## config.mk

```make
export PLATFORM = sky130hd
export DESIGN_NAME = dual_ratio_clkdiv
export DESIGN_NICKNAME = d
export VERILOG_FILES = /design/src/rtl/dcd_pkg.sv /design/src/rtl/dcd_freeze_sync.sv /design/src/rtl/dcd_divider.sv /design/src/rtl/dual_ratio_clkdiv.sv
export SDC_FILE = /design/constraint.sdc
export NUM_CORES = 1
export LEC_CHECK = 0
export BUFFER_PORTS_ARGS = -buffer_cell sky130_fd_sc_hd__buf_4
export CAP_MARGIN = 15
export CORE_UTILIZATION = 62
export CTS_CLUSTER_DIAMETER = 30
export DETAILED_ROUTE_END_ITERATION = 8
export PLACE_DENSITY = 0.93
export SLEW_MARGIN = 10
export SYNTH_ARGS = -nofsm -noshare
export SYNTH_HDL_FRONTEND = slang
export SYNTH_SLANG_ARGS = --single-unit
```

## constraint.sdc

```tcl
create_clock -name clk -period 3.25 [get_ports clk]
set_input_delay 0.4875 -clock clk [delete_from_list [all_inputs] [get_ports clk]]
set_output_delay 0.4875 -clock clk [all_outputs]
set_load 0.02 [all_outputs]
```

## src/rtl/dcd_pkg.sv

```systemverilog
package dcd_pkg;

  // Counter and ratio width; ratios up to 7 fit.
  localparam int unsigned CW = 3;

  typedef logic [CW-1:0] ratio_t;

  // Output A: half or quarter rate.
  function automatic ratio_t ratio_for_a(input logic sel);
    return sel ? ratio_t'(4) : ratio_t'(2);
  endfunction

  // Output B: {upper,lower} 00 -> 4, 01 -> 6, 1x -> 5.
  function automatic ratio_t ratio_for_b(input logic upper, input logic lower);
    if (upper)      return ratio_t'(5);
    else if (lower) return ratio_t'(6);
    else            return ratio_t'(4);
  endfunction

  // High phase length: floor(ratio/2), so odd ratios are high the shorter part.
  function automatic ratio_t high_len(input ratio_t r);
    return r >> 1;
  endfunction

endpackage

```

## src/rtl/dcd_freeze_sync.sv

```systemverilog
module dcd_freeze_sync (
  input  logic clk,
  input  logic mr,
  input  logic en,
  output logic frozen
);

  // Captured on the falling edge so gating changes only while clk is low.
  always_ff @(negedge clk or posedge mr) begin
    if (mr) frozen <= 1'b0;
    else    frozen <= en;
  end

endmodule

```

## src/rtl/dcd_divider.sv

```systemverilog
module dcd_divider
  import dcd_pkg::*;
(
  input  logic   clk,
  input  logic   mr,
  input  logic   adv,
  input  ratio_t req_ratio,
  output logic   q,
  output logic   at_start,
  output logic   at_wrap,
  output ratio_t ratio_act
);

  ratio_t cnt;
  ratio_t ratio_q;

  // A new ratio is taken only when a period begins.
  assign at_start  = (cnt == '0);
  assign ratio_act = at_start ? req_ratio : ratio_q;
  assign at_wrap   = (cnt == ratio_act - ratio_t'(1));

  always_ff @(posedge clk or posedge mr) begin
    if (mr) begin
      cnt     <= '0;
      ratio_q <= '0;
      q       <= 1'b0;
    end else if (adv) begin
      ratio_q <= ratio_act;
      q       <= (cnt < high_len(ratio_act));
      cnt     <= at_wrap ? '0 : cnt + ratio_t'(1);
    end
  end

endmodule

```

## src/rtl/dual_ratio_clkdiv.sv

```systemverilog
module dual_ratio_clkdiv
  import dcd_pkg::*;
(
  input  logic clk,
  input  logic mr,
  input  logic en,
  input  logic sel_a,
  input  logic sel_b0,
  input  logic sel_b1,
  output logic q_a,
  output logic q_b
);

  logic   frozen;
  logic   adv;
  logic   a_start, a_wrap, b_start, b_wrap;
  ratio_t a_ratio, b_ratio;

  dcd_freeze_sync i_freeze (
    .clk    (clk),
    .mr     (mr),
    .en     (en),
    .frozen (frozen)
  );

  // Shared timebase strobe for both dividers.
  assign adv = !frozen;

  dcd_divider i_div_a (
    .clk       (clk),
    .mr        (mr),
    .adv       (adv),
    .req_ratio (ratio_for_a(sel_a)),
    .q         (q_a),
    .at_start  (a_start),
    .at_wrap   (a_wrap),
    .ratio_act (a_ratio)
  );

  dcd_divider i_div_b (
    .clk       (clk),
    .mr        (mr),
    .adv       (adv),
    .req_ratio (ratio_for_b(sel_b0, sel_b1)),
    .q         (q_b),
    .at_start  (b_start),
    .at_wrap   (b_wrap),
    .ratio_act (b_ratio)
  );

endmodule

```

* Yosys cells after proc, flatten, opt, wreduce, memory -nomap -nowiden *
Index checks and enable logic that the tools add are counted.

storage, ports and cells
  word-level logic and storage cells = 24
  input port bits = 6
  register bits = 15

cells by class
  equal/unequal tests = 2
  reductions and logical operators = 2
  add/subtract/negate cells = 4
  $lt $le $gt $ge = 2
  mux-type cells = 7

operators with widths
  cell                                                                count
  3-bit two-way mux                                                   5
  3-bit by 1-bit adder with 3-bit output, second input constant       2
  3-bit equality test                                                 2
  3-bit logical NOT                                                   2
  3-bit by 2-bit < comparator with 1-bit output                       2
  3-bit by 1-bit subtractor with 3-bit output, second input constant  2
  2-bit two-way mux                                                   2

* Longest topological paths before layout *
Gate-level depths: netlist of the first run.

  depth in word-level cells = 6
  mapped depth = 10
  depth with buffers taken out = 8

* Modules after synthesis *
A second synthesis of the first run with hierarchy kept.

second synthesis, totals
  cells, all modules = 125
  area total of the unflattened synthesis = 1178.6 µm²

by module, submodules not included
  module             instances  seq. area each (µm²)  area each (µm²)  cells an instance
  dcd_divider        2          175.2                 560.5            59
  dcd_freeze_sync    1          25.0                  28.8             2
  dual_ratio_clkdiv  1          0.0                   28.8             5

==> flow_summary.toml, run 1 <==
[outcome]
status = "finished, final reports clean"

[synthesis]
synth_top_area_share_pct = 34.8
synth-adder-area-share_pct = 7.45
ys_warn_count = 0
synth-edff-count = 0
syn_area_sq_um = 1010
synthTopCellsByCount = "dfrtp_1 (14), nor2_1 (9), o21ai_0 (9)"
synthCells = 106
yosysMostFrequentCell = "dfrtp_1"
ys_seq_elements = 15
synth_area_per_cell_sq_um = 9.50
yosys.area_share.simple_pct = 18.4
synth_area_leader_cell = "dfrtp_1"
synthesis.nets = 118
synthMuxAreaShare_pct = 7.95
synth_compound_area_share_pct = 17.4
async_reset_ff_share_pct = 100
ys.flop_type = "dfrtp_1"
ys_seq_area_share_pct = 37.3
synth.distinct_cells = 39
synth_top_family_by_area = "simple AND/OR/NAND/NOR gates"
ys_top_cells_by_area = "dfrtp_1 (35%), ha_1 (7.5%), o21ai_0 (4.5%), xnor2_1 (4.3%), nor2_1 (3.4%)"
synth_xor_area_share_pct = 5.22

[clocking]
cts_sinks = 15
clk_pin_slew_ns = 0.09
htree_levels = 1
cts_root_buf = "clkbuf_4"
cts_tree = "yes"
post-cts-setup-buffers = 0
numCtsBuffers = 3
clock_latency_ns = 0.29
ctsLongestPathBuffers = 2
hold_buffers = 0
cts_resized = 0

[sta]
worst_slew_pin_slew_ns = 0.388
setup_tns_ns = 0
maxSlewViolCount = 0
slew_headroom_pct = 74.2
rsz0062_at_grt = "false"
hold_viol = 0
fin_skew_ns = 0.0119
setup_violations = 0

[routing]
viasPerCell = 6.34
drt_iter0_markers = 24
drt-total-wl_microns = 2050
avgRoutedWirePerCell_microns = 15.9
num_vias = 818
ant_nets = 0
drc_errors = 0
first_pass_iters = 4

[setup_path]
critPathRequiredTime_ns = 3.43
crit_arrival_ns = 3.16
rr_worst_depth = 3
r2r-end = "i_div_b.ratio_q[1]$_DFFE_PP0N_"
worst-setup-path-type = "reg -> reg"
cp_max_fo = 12
rrSetupSlack_ns = 0.27
startpoint_type = "flip-flop"
rr_startpoint = "i_freeze.frozen$_DFF_NP0_"
crit_path_end_kind = "flip-flop"

[placed_design]
post-dp-hpwl_microns = 1520
place_inst = 125
dpl_cell_area_sq_um = 1050
port_buffers = 7
gp_congestion = 0.886

[power_and_ir_drop]
p_int_uw = 552
clockPowerShare_pct = 10.4
power.density_nw_per_um2 = 910
switching_share_pct = 43.9
p_total_uw = 984
leakagePower_nw = 0.487
vdd_drop_max_v = 0.000437
pwr-share-seq_pct = 36.3
combPwrFrac_pct = 53.4
p_switching_uw = 432

[cells_and_area]
diodes = 0
finish.instance_area_sq_um = 1080
area_growth_pct = 7.33
nets = 126
nFillCells = 109
fin_cells = 129
drive_above_1_share_pct = 16.8

[grt]
gr-total-overflow = 0
grt_pass1_wl_microns = 3320
grt_pass1_vias = 820
antenna_found_initial = 0
grt_max_degree = 16
track_usage_pct = 24.6

[floorplanning]
die_x_microns = 42.3
dieArea_sq_um = 1790
start_util_pct = 66.9
core_sq_um = 1510
die_h_microns = 42.3
pin_count = 8
num_rows = 14

[job]
drv_cap = 0

[worst_hold_path]
hold_path.class = "in -> async"
==> kinds of logic (layout without fill, tap and decap cells) <==
group                      after synthesis  in the layout
xor gates and xnor gates                 6              6
AOI/OAI and AO/OA                       26             26
buffers and inverters                   13             20
DFF                                     15             15
adders and majority gates                6              6
and+or+nand+nor                         34             34
muxes                                    6              6
==> layout make-up <==
type                    count  area (sq um)  area share [%]
multi-input cells          78           568            52.5
clock inverters             1          5.00           0.463
inverters                   8          30.0            2.78
well taps                  16          20.0            1.85
clock buffers               3          22.5            2.08
flip-flops and latches     15           375            34.7
repair buffers              8          60.1            5.56
==> stage by stage <==
step	utilization [%]	hold slack [ns]	worst slack, ns
3_3_place_gp	69.9	0.492	0.381
4_1_cts	71.8	0.201	0.279
2_1_floorplan	-	0.389	0.490
6_report	71.8	0.198	0.270
5_1_grt	71.8	0.203	0.189
3_5_place_dp	69.9	0.500	0.290
==> state kept, by name, indices dropped and copies added, names as in the netlist <==
register / flops
i_freeze.frozen: 1
i_div_b.cnt: 3
i_div_a.q: 1
i_div_a.ratio_q: 3
i_div_a.cnt: 3
i_div_b.q: 1
i_div_b.ratio_q: 3
==> cell usage in the layout (no fill, tap or decap), types with 3 or more instances in the layout <==
cell | netlist | final
buf_4 | 0 | 8
clkbuf_4 | 0 | 3
dfrtp_1 | 14 | 14
ha_1 | 6 | 6
inv_1 | 7 | 7
nand2_1 | 6 | 6
nand3_1 | 4 | 4
nor2_1 | 9 | 9
nor3_1 | 5 | 5
o21ai_0 | 9 | 9
xnor2_1 | 5 | 5
==> how the worst max path moves through the flow <==
stage | start | end | slack (ns) | cells after the start
after detailed placement | i_freeze.frozen$_DFF_NP0_ | i_div_b.ratio_q[1]$_DFFE_PP0N_ | 0.29 | 3
after global placement | i_freeze.frozen$_DFF_NP0_ | i_div_b.ratio_q[1]$_DFFE_PP0N_ | 0.38 | 3
after global routing | i_freeze.frozen$_DFF_NP0_ | i_div_b.ratio_q[0]$_DFFE_PP0N_ | 0.19 | 3
after CTS | i_freeze.frozen$_DFF_NP0_ | i_div_b.ratio_q[1]$_DFFE_PP0N_ | 0.28 | 3
final | i_freeze.frozen$_DFF_NP0_ | i_div_b.ratio_q[1]$_DFFE_PP0N_ | 0.27 | 3
after floorplan | i_freeze.frozen$_DFF_NP0_ | i_div_a.cnt[0]$_DFFE_PP0N_ | 0.49 | 4
==> per-layer routing <==
metal / track usage, % / vias up / part of all wire, %
met4: 9.38 / 0 / 2.3
met5: 0 / - / 0
met3: 7.76 / 6 / 3.8
met2: 38.2 / 23 / 47
met1: 32.0 / 396 / 47
li1: - / 393 / -
==> power groups by stage <==
stage | clock network, mW | logic (mW) | registers [mW]
floorplan | 0 | 0.444 | 0.325
global placement | 0 | 0.483 | 0.354
detailed placement | 0 | 0.511 | 0.357
CTS | 0.104 | 0.517 | 0.353
global route | 0.111 | 0.568 | 0.366
finish | 0.102 | 0.525 | 0.357
==> worst max-delay path, stage by stage, from the launching register on <==
cell and delay, ns:
dfrtn_1 0.64, nor2_1 0.12, nand2_1 0.14, mux2_2 0.34
Power figures use the tool's default switching activity.
==> inputs of run 2 (changes only) <==
Settings changed: CORE_MARGIN from default to 1.5, MAX_ROUTING_LAYER from default to met4.
==> run 2 against run 1 <==
Effect of this change:
- final area unchanged
- routed wire length decreased by 6.1%
- critical endpoint is now i_div_b.ratio_q[0]$_DFFE_PP0N_
- combinational power decreased by 3%
- utilization unchanged
- critical path type unchanged
- sequential power about the same
- critical path depth unchanged
- global-route usage decreased by 0.23 points
- power decreased by 1.9%
- non-clock buffer count unchanged
- count of clock-buffer cells in the layout unchanged
- worst setup slack improved by 0.0068 ns
- cell count unchanged
==> flow_summary.toml, run 2 (synthesized netlist as in run 1, its figures left out) <==
[setup_path]
rrSetupSlack_ns = 0.28
crit_slowest_cell = "dfrtn_1"
startpoint_type = "flip-flop"
crit_arrival_ns = 3.15
slowest_delay_ns = 0.61
critPathRequiredTime_ns = 3.42
cp_max_fo = 12
worst-setup-path-type = "reg -> reg"
crit_path_end_kind = "flip-flop"
crit_path_cell_trace = "nor2_1 -> nand2_1 -> mux2_2"

[clocking]
clock_latency_ns = 0.28
clk_pin_slew_ns = 0.08
cts_sinks = 15
htree_levels = 1
ctsLongestPathBuffers = 2
hold_buffers = 0
post-cts-setup-buffers = 0
numCtsBuffers = 3
cts_root_buf = "clkbuf_4"
cts_resized = 0
cts_tree = "yes"

[routing]
num_vias = 798
first_pass_iters = 4
viasPerCell = 6.19
avgRoutedWirePerCell_microns = 14.9
drt_iter0_markers = 31
drt-total-wl_microns = 1930
drc_errors = 0
ant_nets = 0

[floorplanning]
start_util_pct = 66.9
num_rows = 14
die_h_microns = 43.3
pin_count = 8
dieArea_sq_um = 1880
die_x_microns = 43.3
core_sq_um = 1510

[grt]
track_usage_pct = 24.4
grt_pass1_wl_microns = 3180
antenna_found_initial = 0
grt_max_degree = 16
gr-total-overflow = 0
grt_pass1_vias = 730

[cells_and_area]
nets = 126
diodes = 0
final_common_cell = "dfrtp_1"
nFillCells = 105
layout_common_cells = "dfrtp_1 (14), nor2_1 (9), o21ai_0 (9)"
drive_above_1_share_pct = 16.8
area_growth_pct = 7.33

[power_and_ir_drop]
p_total_uw = 965
power.density_nw_per_um2 = 893
vdd_drop_max_v = 0.000533
leakagePower_nw = 0.487

[sta]
worst_slew_pin_slew_ns = 0.355
setup_tns_ns = 0
hold_viol = 0
slew_headroom_pct = 76.0
maxSlewViolCount = 0
fin_skew_ns = 0.0104
rsz0062_at_grt = "false"
setup_violations = 0

[outcome]
status = "finished, final reports clean"

[placed_design]
port_buffers = 7
post-dp-hpwl_microns = 1490
gp_congestion = 0.914

[worst_hold_path]
hold_path.class = "in -> async"

[job]
drv_cap = 0
[run 2: per-stage QoR]
step           std cells  utilization, %  cell area, sq um  hold slack [ns]  worst slack (ns)
5_1_grt              129            71.8              1080            0.193             0.218
3_3_place_gp         125            69.9              1050            0.491             0.377
6_report             129            71.8              1080            0.197             0.277
4_1_cts              129            71.8              1080            0.197             0.286
2_1_floorplan        106               -              1010            0.389             0.490
3_5_place_dp         125            69.9              1050            0.502             0.293
[run 2: power by group]
| part | switching, mW | leakage (nW) | internal (mW) |
|---|---|---|---|
| Combinational | 0.260 | 0.288 | 0.250 |
| Sequential | 0.100 | 0.181 | 0.255 |
| Clock | 0.0548 | 0.0177 | 0.0457 |
[run 2: final timing paths]
path	to	cells past startpoint	startpoint
worst max-delay path	i_div_b.ratio_q[0]$_DFFE_PP0N_	3	i_freeze.frozen$_DFF_NP0_
worst min-delay path	i_div_a.cnt[0]$_DFFE_PP0N_	3	mr
worst max register to register	i_div_b.ratio_q[0]$_DFFE_PP0N_	3	i_freeze.frozen$_DFF_NP0_
worst min register to register	i_div_b.ratio_q[0]$_DFFE_PP0N_	1	i_div_b.ratio_q[0]$_DFFE_PP0N_
max in group asynchronous	i_freeze.frozen$_DFF_NP0_	3	mr
min in group clk	i_div_a.ratio_q[1]$_DFFE_PP0N_	2	sel_a
[run 2: area by class of cell]
cell class                      instances  area (sq um)  area share [%]
Timing Repair Buffer                    8          60.1            5.56
Clock inverter                          1          5.00           0.463
Inverter                                8          30.0            2.78
Clock buffer                            3          22.5            2.08
Tap cell                               16          20.0            1.85
Sequential cell                        15           375            34.7
Multi-Input combinational cell         78           568            52.5
[run 2: metal layers]
metal  routed length [microns]  track usage (%)
met1                       881             29.8
met2                       921             36.7
met3                        97             6.81
met4                        25             12.1
met5                         0                -
[run 2: critical path: cells and delay by family, from the launching register on]
| kind | cells | cell delay [ns] |
|---|---|---|
| flip-flops | 1 | 0.61 |
| multiplexers | 1 | 0.35 |
| AND/OR/NAND/NOR | 2 | 0.27 |
==> inputs of run 3 (changes only) <==
Settings changed: CORE_UTILIZATION 62 to 48, PLACE_DENSITY 0.93 to 0.77.
==> run 3 against run 2 <==
Effect of this change:
- combinational power fell by 1%
- power rose by 0.12%
- largest power group unchanged
- hold slack improved by 0.0073 ns
- critical endpoint unchanged
- cell count rose by 8.5%
- critical path type unchanged
- global-route usage fell by 5.4 points
==> flow_summary.toml, run 3 (synthesized netlist as in run 1, its figures left out) <==
[outcome]
status = "finished, final reports clean"

[cells_and_area]
layout_common_cells = "dfrtp_1 (14), nor2_1 (9), o21ai_0 (9)"
area_growth_pct = 8.70
diodes = 0
drive_above_1_share_pct = 16.8
nets = 126
fin_util_pct = 55.8
fin_cells = 140
final_common_cell = "dfrtp_1"

[grt]
track_usage_pct = 19.0
grt_pass1_vias = 754
antenna_found_initial = 0
grt_max_degree = 16
grt_pass1_wl_microns = 3420
gr-total-overflow = 0

[setup_path]
crit_path_cell_trace = "nor2_1 -> nand2_1 -> mux2_2"
crit_buf_inv = 0
critPathRequiredTime_ns = 3.42
critPathTopFamily = "flip-flops"
startpoint_type = "flip-flop"
cp_max_fo = 12
slowest_delay_ns = 0.60
crit_path_end_kind = "flip-flop"
crit_arrival_ns = 3.09
crit_slowest_cell = "dfrtn_1"
worst-setup-path-type = "reg -> reg"

[clocking]
htree_levels = 1
ctsLongestPathBuffers = 2
post-cts-setup-buffers = 0
clk_pin_slew_ns = 0.09
cts_tree = "yes"
clock_latency_ns = 0.28
hold_buffers = 0
cts_sinks = 15
cts_resized = 0
cts_root_buf = "clkbuf_4"
numCtsBuffers = 3

[sta]
worst_slew_pin_slew_ns = 0.333
slew_headroom_pct = 77.7
setup_tns_ns = 0
setup_violations = 0
holdWs_ns = 0.204
hold_viol = 0
fin_skew_ns = 0.00812
rsz0062_at_grt = "false"
maxSlewViolCount = 0

[power_and_ir_drop]
leakagePower_nw = 0.487
vdd_drop_max_v = 0.000456
power.density_nw_per_um2 = 883

[routing]
num_vias = 793
drt-total-wl_microns = 1900
drc_errors = 0
first_pass_iters = 4
viasPerCell = 5.66
avgRoutedWirePerCell_microns = 13.5
drt_iter0_markers = 26
ant_nets = 0

[placed_design]
port_buffers = 7
place_inst = 136
post-dp-hpwl_microns = 1440
gp_congestion = 0.894

[floorplanning]
core_sq_um = 1960
start_util_pct = 51.3
num_rows = 16
dieArea_sq_um = 2380
die_x_microns = 48.8
pin_count = 8
die_h_microns = 48.8

[job]
drv_cap = 0

[worst_hold_path]
hold_path.class = "in -> async"
-- run 3: path summary, 6_finish.rpt --
| path | start | end | slack (ns) | depth (start not counted) |
|---|---|---|---|---|
| max | i_freeze.frozen$_DFF_NP0_ | i_div_b.ratio_q[0]$_DFFE_PP0N_ | 0.33 | 3 |
| min in group clk | sel_a | i_div_a.ratio_q[1]$_DFFE_PP0N_ | 0.44 | 2 |
| min reg2reg | i_div_a.q$_DFFE_PP0N_ | i_div_a.q$_DFFE_PP0N_ | 0.53 | 1 |
| max in group asynchronous | mr | i_freeze.frozen$_DFF_NP0_ | 1.33 | 3 |
| min | mr | i_div_a.cnt[1]$_DFFE_PP0N_ | 0.20 | 3 |
| max reg2reg | i_freeze.frozen$_DFF_NP0_ | i_div_b.ratio_q[0]$_DFFE_PP0N_ | 0.33 | 3 |
-- run 3: power by group --
group | switching, mW | internal [mW] | leakage, nW
clock network | 0.0549 | 0.0456 | 0.0177
logic | 0.256 | 0.249 | 0.288
registers | 0.106 | 0.255 | 0.181
-- run 3: per-layer routing --
metal	global-route usage (%)	part of all wire, %	vias to the layer above	wire [microns]
met2	26.5	44	21	840
met5	-	0	-	0
met3	6.75	4.2	2	80
met4	5.24	0.69	0	13
li1	-	-	393	-
met1	26.2	51	377	962
-- run 3: layout make-up --
class | count | area (sq um)
Sequential cell | 15 | 375
Clock inverter | 1 | 5.00
Multi-Input combinational cell | 78 | 568
Clock buffer | 3 | 22.5
Inverter | 8 | 30.0
Timing Repair Buffer | 8 | 60.1
Fill cell | 178 | 867
Tap cell | 27 | 33.8
-- run 3: metrics by stage --
stage          worst slack, ns  total power, mW  cell area (sq um)
4_1_cts                  0.343            0.969               1090
5_1_grt                  0.254             1.06               1090
2_1_floorplan            0.490            0.769               1010
6_report                 0.327            0.966               1090
3_5_place_dp             0.347            0.863               1070
3_3_place_gp             0.377            0.841               1070
-- run 3: worst register-to-register path, delay by kind of cell (launching register included) --
kind | cells | cell delay [ns]
and+or+nand+nor | 2 | 0.25
DFF | 1 | 0.60
muxes | 1 | 0.34
